[src/rtl/cci_pkg.sv]
package cci_pkg;
  localparam logic [1:0] OP_WRITE   = 2'd0;
  localparam logic [1:0] OP_RD_RAND = 2'd1;

  typedef enum logic [2:0] {BK_START, BK_RSTART, BK_STOP, BK_WR, BK_RD} bk_e;

  // Line pull per quarter phase: {scl_low, sda_low}
  function automatic logic [1:0] bus_drive(bk_e k, logic [1:0] ph, logic b);
    logic [1:0] r;
    r = 2'b00;
    case (k)
      BK_START:  r = (ph == 2'd0) ? 2'b00 : (ph == 2'd3) ? 2'b11 : 2'b01;
      BK_RSTART: r = (ph == 2'd0) ? 2'b10 : (ph == 2'd1) ? 2'b00 :
                     (ph == 2'd2) ? 2'b01 : 2'b11;
      BK_STOP:   r = (ph == 2'd0) ? 2'b11 : (ph == 2'd1) ? 2'b01 : 2'b00;
      BK_WR:     r = {(ph == 2'd0 || ph == 2'd3), ~b};
      BK_RD:     r = {(ph == 2'd0 || ph == 2'd3), 1'b0};
      default:   r = 2'b00;
    endcase
    return r;
  endfunction

  function automatic logic [7:0] addr_byte(logic [6:0] a, logic rd);
    return {a, rd};
  endfunction

  function automatic logic is_cur_read(logic [1:0] op);
    return (op != OP_WRITE) && (op != OP_RD_RAND);
  endfunction
endpackage

[src/rtl/cci_tick_gen.sv]
module cci_tick_gen #(
  parameter int DIV_W = 8
) (
  input  logic             clk,
  input  logic             rst_n,
  input  logic [DIV_W-1:0] div_q,
  output logic             tick
);
  logic [DIV_W-1:0] cnt, lim;

  assign lim  = (div_q < DIV_W'(2)) ? DIV_W'(2) : div_q;
  assign tick = (cnt >= lim);

  always_ff @(posedge clk or negedge rst_n) begin
    if (!rst_n) cnt <= '0;
    else        cnt <= tick ? '0 : cnt + 1'b1;
  end


  tick_gap_chk: assert property (@(posedge clk) disable iff (!rst_n)
    tick |=> !tick);
endmodule

[src/rtl/cci_bit_engine.sv]
module cci_bit_engine
  import cci_pkg::*;
(
  input  logic clk,
  input  logic rst_n,
  input  logic tick,
  input  logic go,
  input  bk_e  go_kind,
  input  logic go_bit,
  input  logic sda_i,
  output logic busy,
  output logic done,
  output logic rbit,
  output logic scl_oe,
  output logic sda_oe
);
  bk_e        kind;
  logic       wbit;
  logic [1:0] ph;

  always_ff @(posedge clk or negedge rst_n) begin
    if (!rst_n) begin
      busy <= 1'b0; done <= 1'b0; rbit <= 1'b0;
      scl_oe <= 1'b0; sda_oe <= 1'b0;
      kind <= BK_STOP; wbit <= 1'b0; ph <= 2'd0;
    end else begin
      done <= 1'b0;
      if (go) begin
        busy <= 1'b1; kind <= go_kind; wbit <= go_bit; ph <= 2'd0;
      end else if (busy && tick) begin
        {scl_oe, sda_oe} <= bus_drive(kind, ph, wbit);
        ph <= ph + 2'd1;
        if (ph == 2'd3) begin
          busy <= 1'b0; done <= 1'b1; rbit <= sda_i;
        end
      end
    end
  end


  go_when_idle_chk: assert property (@(posedge clk) disable iff (!rst_n)
    go |-> !busy);

  edge_sep_chk: assert property (@(posedge clk) disable iff (!rst_n)
    !(!$stable(scl_oe) && !$stable(sda_oe)));

  sda_hi_chg_chk: assert property (@(posedge clk) disable iff (!rst_n)
    (!$stable(sda_oe) && !scl_oe && !$past(scl_oe))
      |-> (kind == BK_START || kind == BK_RSTART || kind == BK_STOP));
endmodule

[src/rtl/cci_master.sv]
module cci_master
  import cci_pkg::*;
#(
  parameter int DIV_W = 8,
  parameter int CNT_W = 4
) (
  input  logic             clk,
  input  logic             rst_n,
  input  logic [DIV_W-1:0] div_q,
  input  logic             cmd_valid,
  input  logic [1:0]       cmd_op,
  input  logic [6:0]       cmd_addr,
  input  logic [7:0]       cmd_index,
  input  logic [CNT_W-1:0] cmd_cnt,
  output logic             cmd_ready,
  input  logic [7:0]       wr_data,
  output logic             wr_take,
  output logic [7:0]       rd_data,
  output logic             rd_valid,
  output logic             done,
  output logic             err,
  output logic             scl_oe,
  output logic             sda_oe,
  input  logic             sda_i
);
  typedef enum logic [2:0] {S_IDLE, S_START, S_TX, S_RS, S_RX, S_STOP} st_e;
  typedef enum logic [1:0] {T_ADDR, T_IDX, T_DATA, T_RADDR} tx_e;

  st_e              state;
  tx_e              txsel;
  logic [1:0]       op_q;
  logic [6:0]       addr_q;
  logic [7:0]       idx_q, shreg;
  logic [CNT_W-1:0] remain;
  logic [3:0]       bitn;
  logic             fail_q, go_q, gb_q;
  bk_e              gk_q;
  logic             tick, eng_busy, eng_done, eng_rbit;

  cci_tick_gen #(.DIV_W(DIV_W)) u_tick (
    .clk(clk), .rst_n(rst_n), .div_q(div_q), .tick(tick));

  cci_bit_engine u_eng (
    .clk(clk), .rst_n(rst_n), .tick(tick), .go(go_q), .go_kind(gk_q),
    .go_bit(gb_q), .sda_i(sda_i), .busy(eng_busy), .done(eng_done),
    .rbit(eng_rbit), .scl_oe(scl_oe), .sda_oe(sda_oe));

  assign cmd_ready = (state == S_IDLE);

  always_ff @(posedge clk or negedge rst_n) begin
    if (!rst_n) begin
      state <= S_IDLE; txsel <= T_ADDR; op_q <= OP_WRITE; addr_q <= '0;
      idx_q <= '0; shreg <= '0; remain <= '0; bitn <= '0; fail_q <= 1'b0;
      go_q <= 1'b0; gb_q <= 1'b0; gk_q <= BK_STOP;
      wr_take <= 1'b0; rd_data <= '0; rd_valid <= 1'b0; done <= 1'b0; err <= 1'b0;
    end else begin
      go_q <= 1'b0; wr_take <= 1'b0; rd_valid <= 1'b0; done <= 1'b0;
      case (state)
        S_IDLE: if (cmd_valid) begin
          op_q <= cmd_op; addr_q <= cmd_addr; idx_q <= cmd_index;
          remain <= cmd_cnt; fail_q <= 1'b0;
          state <= S_START; go_q <= 1'b1; gk_q <= BK_START;
        end
        S_START: if (eng_done) begin
          shreg <= addr_byte(addr_q, is_cur_read(op_q));
          txsel <= T_ADDR; bitn <= '0; state <= S_TX;
          go_q <= 1'b1; gk_q <= BK_WR; gb_q <= addr_q[6];
        end
        S_TX: if (eng_done) begin
          if (bitn < 4'd7) begin
            bitn <= bitn + 4'd1; shreg <= shreg << 1;
            go_q <= 1'b1; gk_q <= BK_WR; gb_q <= shreg[6];
          end else if (bitn == 4'd7) begin
            bitn <= 4'd8; go_q <= 1'b1; gk_q <= BK_RD;
          end else if (eng_rbit) begin
            fail_q <= 1'b1; state <= S_STOP; go_q <= 1'b1; gk_q <= BK_STOP;
          end else begin
            bitn <= '0; go_q <= 1'b1;
            case (txsel)
              T_ADDR, T_RADDR:
                if (txsel == T_RADDR || is_cur_read(op_q)) begin
                  state <= S_RX; gk_q <= BK_RD;
                end else begin
                  shreg <= idx_q; txsel <= T_IDX; gk_q <= BK_WR; gb_q <= idx_q[7];
                end
              T_IDX:
                if (op_q == OP_WRITE) begin
                  shreg <= wr_data; wr_take <= 1'b1; txsel <= T_DATA;
                  gk_q <= BK_WR; gb_q <= wr_data[7];
                end else begin
                  state <= S_RS; gk_q <= BK_RSTART;
                end
              default:
                if (remain == '0) begin
                  state <= S_STOP; gk_q <= BK_STOP;
                end else begin
                  remain <= remain - 1'b1; shreg <= wr_data; wr_take <= 1'b1;
                  gk_q <= BK_WR; gb_q <= wr_data[7];
                end
            endcase
          end
        end
        S_RS: if (eng_done) begin
          shreg <= addr_byte(addr_q, 1'b1); txsel <= T_RADDR; bitn <= '0;
          state <= S_TX; go_q <= 1'b1; gk_q <= BK_WR; gb_q <= addr_q[6];
        end
        S_RX: if (eng_done) begin
          go_q <= 1'b1;
          if (bitn < 4'd7) begin
            shreg <= {shreg[6:0], eng_rbit}; bitn <= bitn + 4'd1; gk_q <= BK_RD;
          end else if (bitn == 4'd7) begin
            rd_data <= {shreg[6:0], eng_rbit}; rd_valid <= 1'b1;
            bitn <= 4'd8; gk_q <= BK_WR; gb_q <= (remain == '0);
          end else if (remain == '0) begin
            state <= S_STOP; gk_q <= BK_STOP;
          end else begin
            remain <= remain - 1'b1; bitn <= '0; gk_q <= BK_RD;
          end
        end
        S_STOP: if (eng_done) begin
          state <= S_IDLE; done <= 1'b1; err <= fail_q;
        end
        default: state <= S_IDLE;
      endcase
    end
  end


  idle_bus_chk: assert property (@(posedge clk) disable iff (!rst_n)
    cmd_ready |-> (!scl_oe && !sda_oe && !eng_busy));

  done_pulse_chk: assert property (@(posedge clk) disable iff (!rst_n)
    done |=> !done);

  no_rd_in_write_chk: assert property (@(posedge clk) disable iff (!rst_n)
    (op_q == OP_WRITE) |-> !rd_valid);

  rd_wr_excl_chk: assert property (@(posedge clk) disable iff (!rst_n)
    !(rd_valid && wr_take));

  no_take_after_fail_chk: assert property (@(posedge clk) disable iff (!rst_n)
    fail_q |-> !wr_take);
endmodule

[config.mk]
export PLATFORM = sky130hd
export DESIGN_NAME = cci_master
export DESIGN_NICKNAME = d
export VERILOG_FILES = /design/src/rtl/cci_pkg.sv /design/src/rtl/cci_tick_gen.sv /design/src/rtl/cci_bit_engine.sv /design/src/rtl/cci_master.sv
export SDC_FILE = /design/constraint.sdc
export NUM_CORES = 1
export LEC_CHECK = 0
export BUFFER_PORTS_ARGS = -buffer_cell sky130_fd_sc_hd__buf_2
export CAP_MARGIN = 20
export CORE_ASPECT_RATIO = 1.25
export CORE_MARGIN = 2
export CORE_UTILIZATION = 45
export DETAILED_ROUTE_END_ITERATION = 12
export PLACE_DENSITY = 0.75
export SYNTH_ARGS = -nofsm -noshare
export SYNTH_HDL_FRONTEND = slang
export SYNTH_HIERARCHICAL = 1
export SYNTH_SLANG_ARGS = --single-unit
[constraint.sdc]
create_clock -name clk -period 2.9 [get_ports clk]
set_clock_uncertainty 0.2 [all_clocks]
set_input_delay 0.29 -clock clk [delete_from_list [all_inputs] [get_ports clk]]
set_output_delay 0.29 -clock clk [all_outputs]
set_load 0.005 [all_outputs]
==> run summary <==
Outcome -> finished, final reports clean
CP endpoint -> shreg[4]$_DFFE_PN0P_
Number of routed nets with antenna violations -> 0
Layout cells sized above 1 -> 25.5%
CTS tree -> built
Mapped Nets -> 486
Vias in the first global route -> 3589
First-pass GRT wire length -> 17.0 mm
Die X -> 90.7 µm
M2 GR Usage -> 35.1%
IO Pins -> 56
I/O Buffers -> 55
Setup Fix Bufs, Post-CTS -> 0
RSZ-0062 raised after global routing -> no
Count of final setup violators -> 0
Clock sinks -> 74
Gr usage total -> 20.7%
FF-to-FF setup slack -> 0.55 ns
Slew Limit Headroom -> 38.5%
Ys async rst share -> 100%
Register bit total from synthesis -> 74
Hold path cells -> 3
Initial core utilization -> 46.4%
N_diodes -> 0
DR vias -> 3555
Area grow syn2layout -> 22.2%
Drt initial violations -> 263
Fmax -> 426 MHz
Post-placement cell count -> 598
Crit path DAT -> 2.40 ns
Largest net degree at the start of global routing -> 75
Max Slew Vio Count -> 0
Peak supply drop -> 0.385 mV
Clock buffer depth -> 2
Post_cts resized -> 0
CP startpoint kind -> register
Via-to-Cell Ratio -> 5.62
Root Buffer -> clkbuf_16
Fin cells -> 633
Number of synthesized flops with an enable pin -> 0
Worst hold path class -> in2reg
Period utilisation layout -> 81.0%
H-tree Lvls -> 3
Source of the critical timing path -> txsel[0]$_DFFE_PN0P_
HPWL Detailed -> 6.75 mm
Routability cong. -> 0.924
DRC Markers -> 0
Worst EP required -> 2.95 ns
FILL cells -> 787
CTS buffer count -> 9
Synth Area per Inst -> 9.91 µm²
Register area -> 0.00185 mm²
Least-Margin Pin Slew -> 0.922 ns
WL final -> 10.0 mm
Placeable Area -> 0.00913 mm²
Final Core Density -> 56.7%
Syn Std Cell Area -> 0.00423 mm²
Area of the multi-input gates -> 0.00219 mm²
Total gr overflow -> 0
P_leak -> 2.52 nW
Pwr/cell area -> 835 mW/mm²
DIE AREA -> 0.0102 mm²
Yosys warning count -> 6
R2r startpoint -> txsel[0]$_DFFE_PN0P_
Synth unique cells -> 74
Syn Inst Count -> 427
Register area share after synthesis -> 43.8%
CTS clock-pin slew for the worst setup and hold paths -> 0.06 ns
Max_cap viols -> 0
Met3 GRT Util -> 3.49%
FF-to-FF End -> shreg[4]$_DFFE_PN0P_
CP max FO -> 7
DRT Pass-1 Iters -> 5
Final worst path period need -> 2.35 ns
Post-Route Setup TNS -> 0 ns
Dominant synthesized flop cell -> dfrtp_1
Crit path capture type -> register
Worst-Skew Late Latency -> 0.33 ns
Grt met1 use -> 25.7%
Std-Cell Rows -> 39
Drt wl/cell -> 15.8 µm
Grt peak-use layer -> met2
FF-to-FF path depth -> 6
Nets@finish -> 564
Die Y -> 112 µm
Critical setup path kind -> reg2reg
Hold violation count in the final report -> 0
Initial antenna violation count -> 0
[cell usage in the layout, fill, tap and decap left out, drive strengths merged, types with 3 or more instances in the layout]
cell / Yosys / layout
a211oi: 6 / 6
a21o: 5 / 5
a21oi: 12 / 12
a222oi: 6 / 6
a2bb2oi: 4 / 4
a31oi: 4 / 4
and2: 3 / 3
and3: 6 / 6
buf: 13 / 67
clkbuf: 6 / 13
dfrtp: 72 / 72
dlygate4sd3: 0 / 19
ha: 18 / 18
inv: 24 / 24
mux2: 26 / 26
mux2i: 10 / 10
nand2: 68 / 68
nand2b: 10 / 10
nand3: 13 / 13
nor2: 28 / 28
nor2b: 6 / 6
nor3: 5 / 5
nor3b: 5 / 5
o21a: 4 / 4
o21ai: 19 / 19
o22ai: 3 / 3
o31ai: 3 / 3
or3b: 5 / 5
xnor2: 3 / 3
xor2: 5 / 5
[critical path: stages, from the launching register on]
cell	delay, ns
dfrtp_1	0.39
inv_1	0.06
ha_1	0.36
o21ai_0	0.14
nand4b_1	0.28
a211oi_4	0.58
mux2i_1	0.26
[metal layers]
layer	part of all wire, %	vias up
met5	0	-
met4	3.5	0
met3	4.5	25
met2	49	115
met1	43	1742
li1	-	1673
[worst min-delay path by stage]
| stage | slack, ns | end | from |
|---|---|---|---|
| final | 0.1 | remain[0]$_DFFE_PN0P_ | cmd_cnt[0] |
| after global routing | 0.13 | remain[3]$_DFFE_PN0P_ | cmd_cnt[3] |
| after CTS | 0.09 | remain[0]$_DFFE_PN0P_ | cmd_cnt[0] |
| after detailed placement | 0.26 | idx_q[7]$_DFFE_PN0P_ | idx_q[7]$_DFFE_PN0P_ |
| after global placement | 0.25 | idx_q[3]$_DFFE_PN0P_ | idx_q[3]$_DFFE_PN0P_ |
| after floorplan | -0.21 | addr_q[0]$_DFFE_PN0P_ | rst_n |
[metrics by stage]
stage          hold WS [ns]  area (µm²)  setup WS [ns]  power [mW]
6_report             0.0980        5170          0.550        4.32
5_1_grt               0.127        5170          0.393        4.60
4_1_cts              0.0866        5170          0.548        4.32
3_5_place_dp          0.257        4650          0.205        3.09
3_3_place_gp          0.254        4650          0.248        3.02
2_1_floorplan        -0.206        4230          0.297        2.64
[final cells by class]
| type | instances | share of cell area [%] |
|---|---|---|
| Tap cell | 123 | 2.98 |
| Inverter | 24 | 1.74 |
| Multi-Input combinational cell | 310 | 42.3 |
| Timing Repair Buffer | 86 | 10.8 |
| Sequential cell | 74 | 35.9 |
| Clock inverter | 3 | 0.871 |
| Clock buffer | 13 | 5.42 |
[state kept, by name (all words and copies together) (netlist names), 2 cells and up]
signal      cells
rd_data         8
u_eng/ph        2
gk_q            3
shreg           7
u_tick/cnt      8
bitn            4
u_eng/kind      3
remain          4
txsel           2
state           3
addr_q          7
op_q            2
idx_q           8
[synth_stat cells (9+ instances only)]
master    count  area [µm²]
nor2_1       27         101
dfrtp_1      72        1800
nand3_1      13        65.1
inv_1        24        90.1
a21oi_1      11        55.1
nand2b_1      9        56.3
buf_2         9        45.0
ha_1         18         225
mux2_2       24         270
mux2i_1      10         100
nand2_1      68         255
o21ai_0      15        75.1
[cell families (layout without fill, tap and decap cells)]
| logic type | count (synthesis) | in the layout | synth area share (%) |
|---|---|---|---|
| AO/OA/AOI/OAI | 89 | 89 | 16.3 |
| XOR/XNOR | 8 | 8 | 1.83 |
| adder cells (fa/ha/maj) | 18 | 18 | 5.32 |
| buffers and inverters | 43 | 126 | 4.44 |
| flip-flops | 74 | 74 | 43.8 |
| multiplexers | 36 | 36 | 9.38 |
| AND/OR/NAND/NOR | 159 | 159 | 18.9 |
[power breakdown]
part | total [mW] | switching [mW] | internal (mW)
combinational | 1.53 | 0.844 | 0.690
sequential | 1.59 | 0.279 | 1.31
clock | 1.19 | 0.428 | 0.760
[repair_timing]
item,CTS,global route
hold buffers,19,0
hold endpoints to repair,90,0
endpoints found under the setup margin,0,0
(Power assumes the default switching activity.)
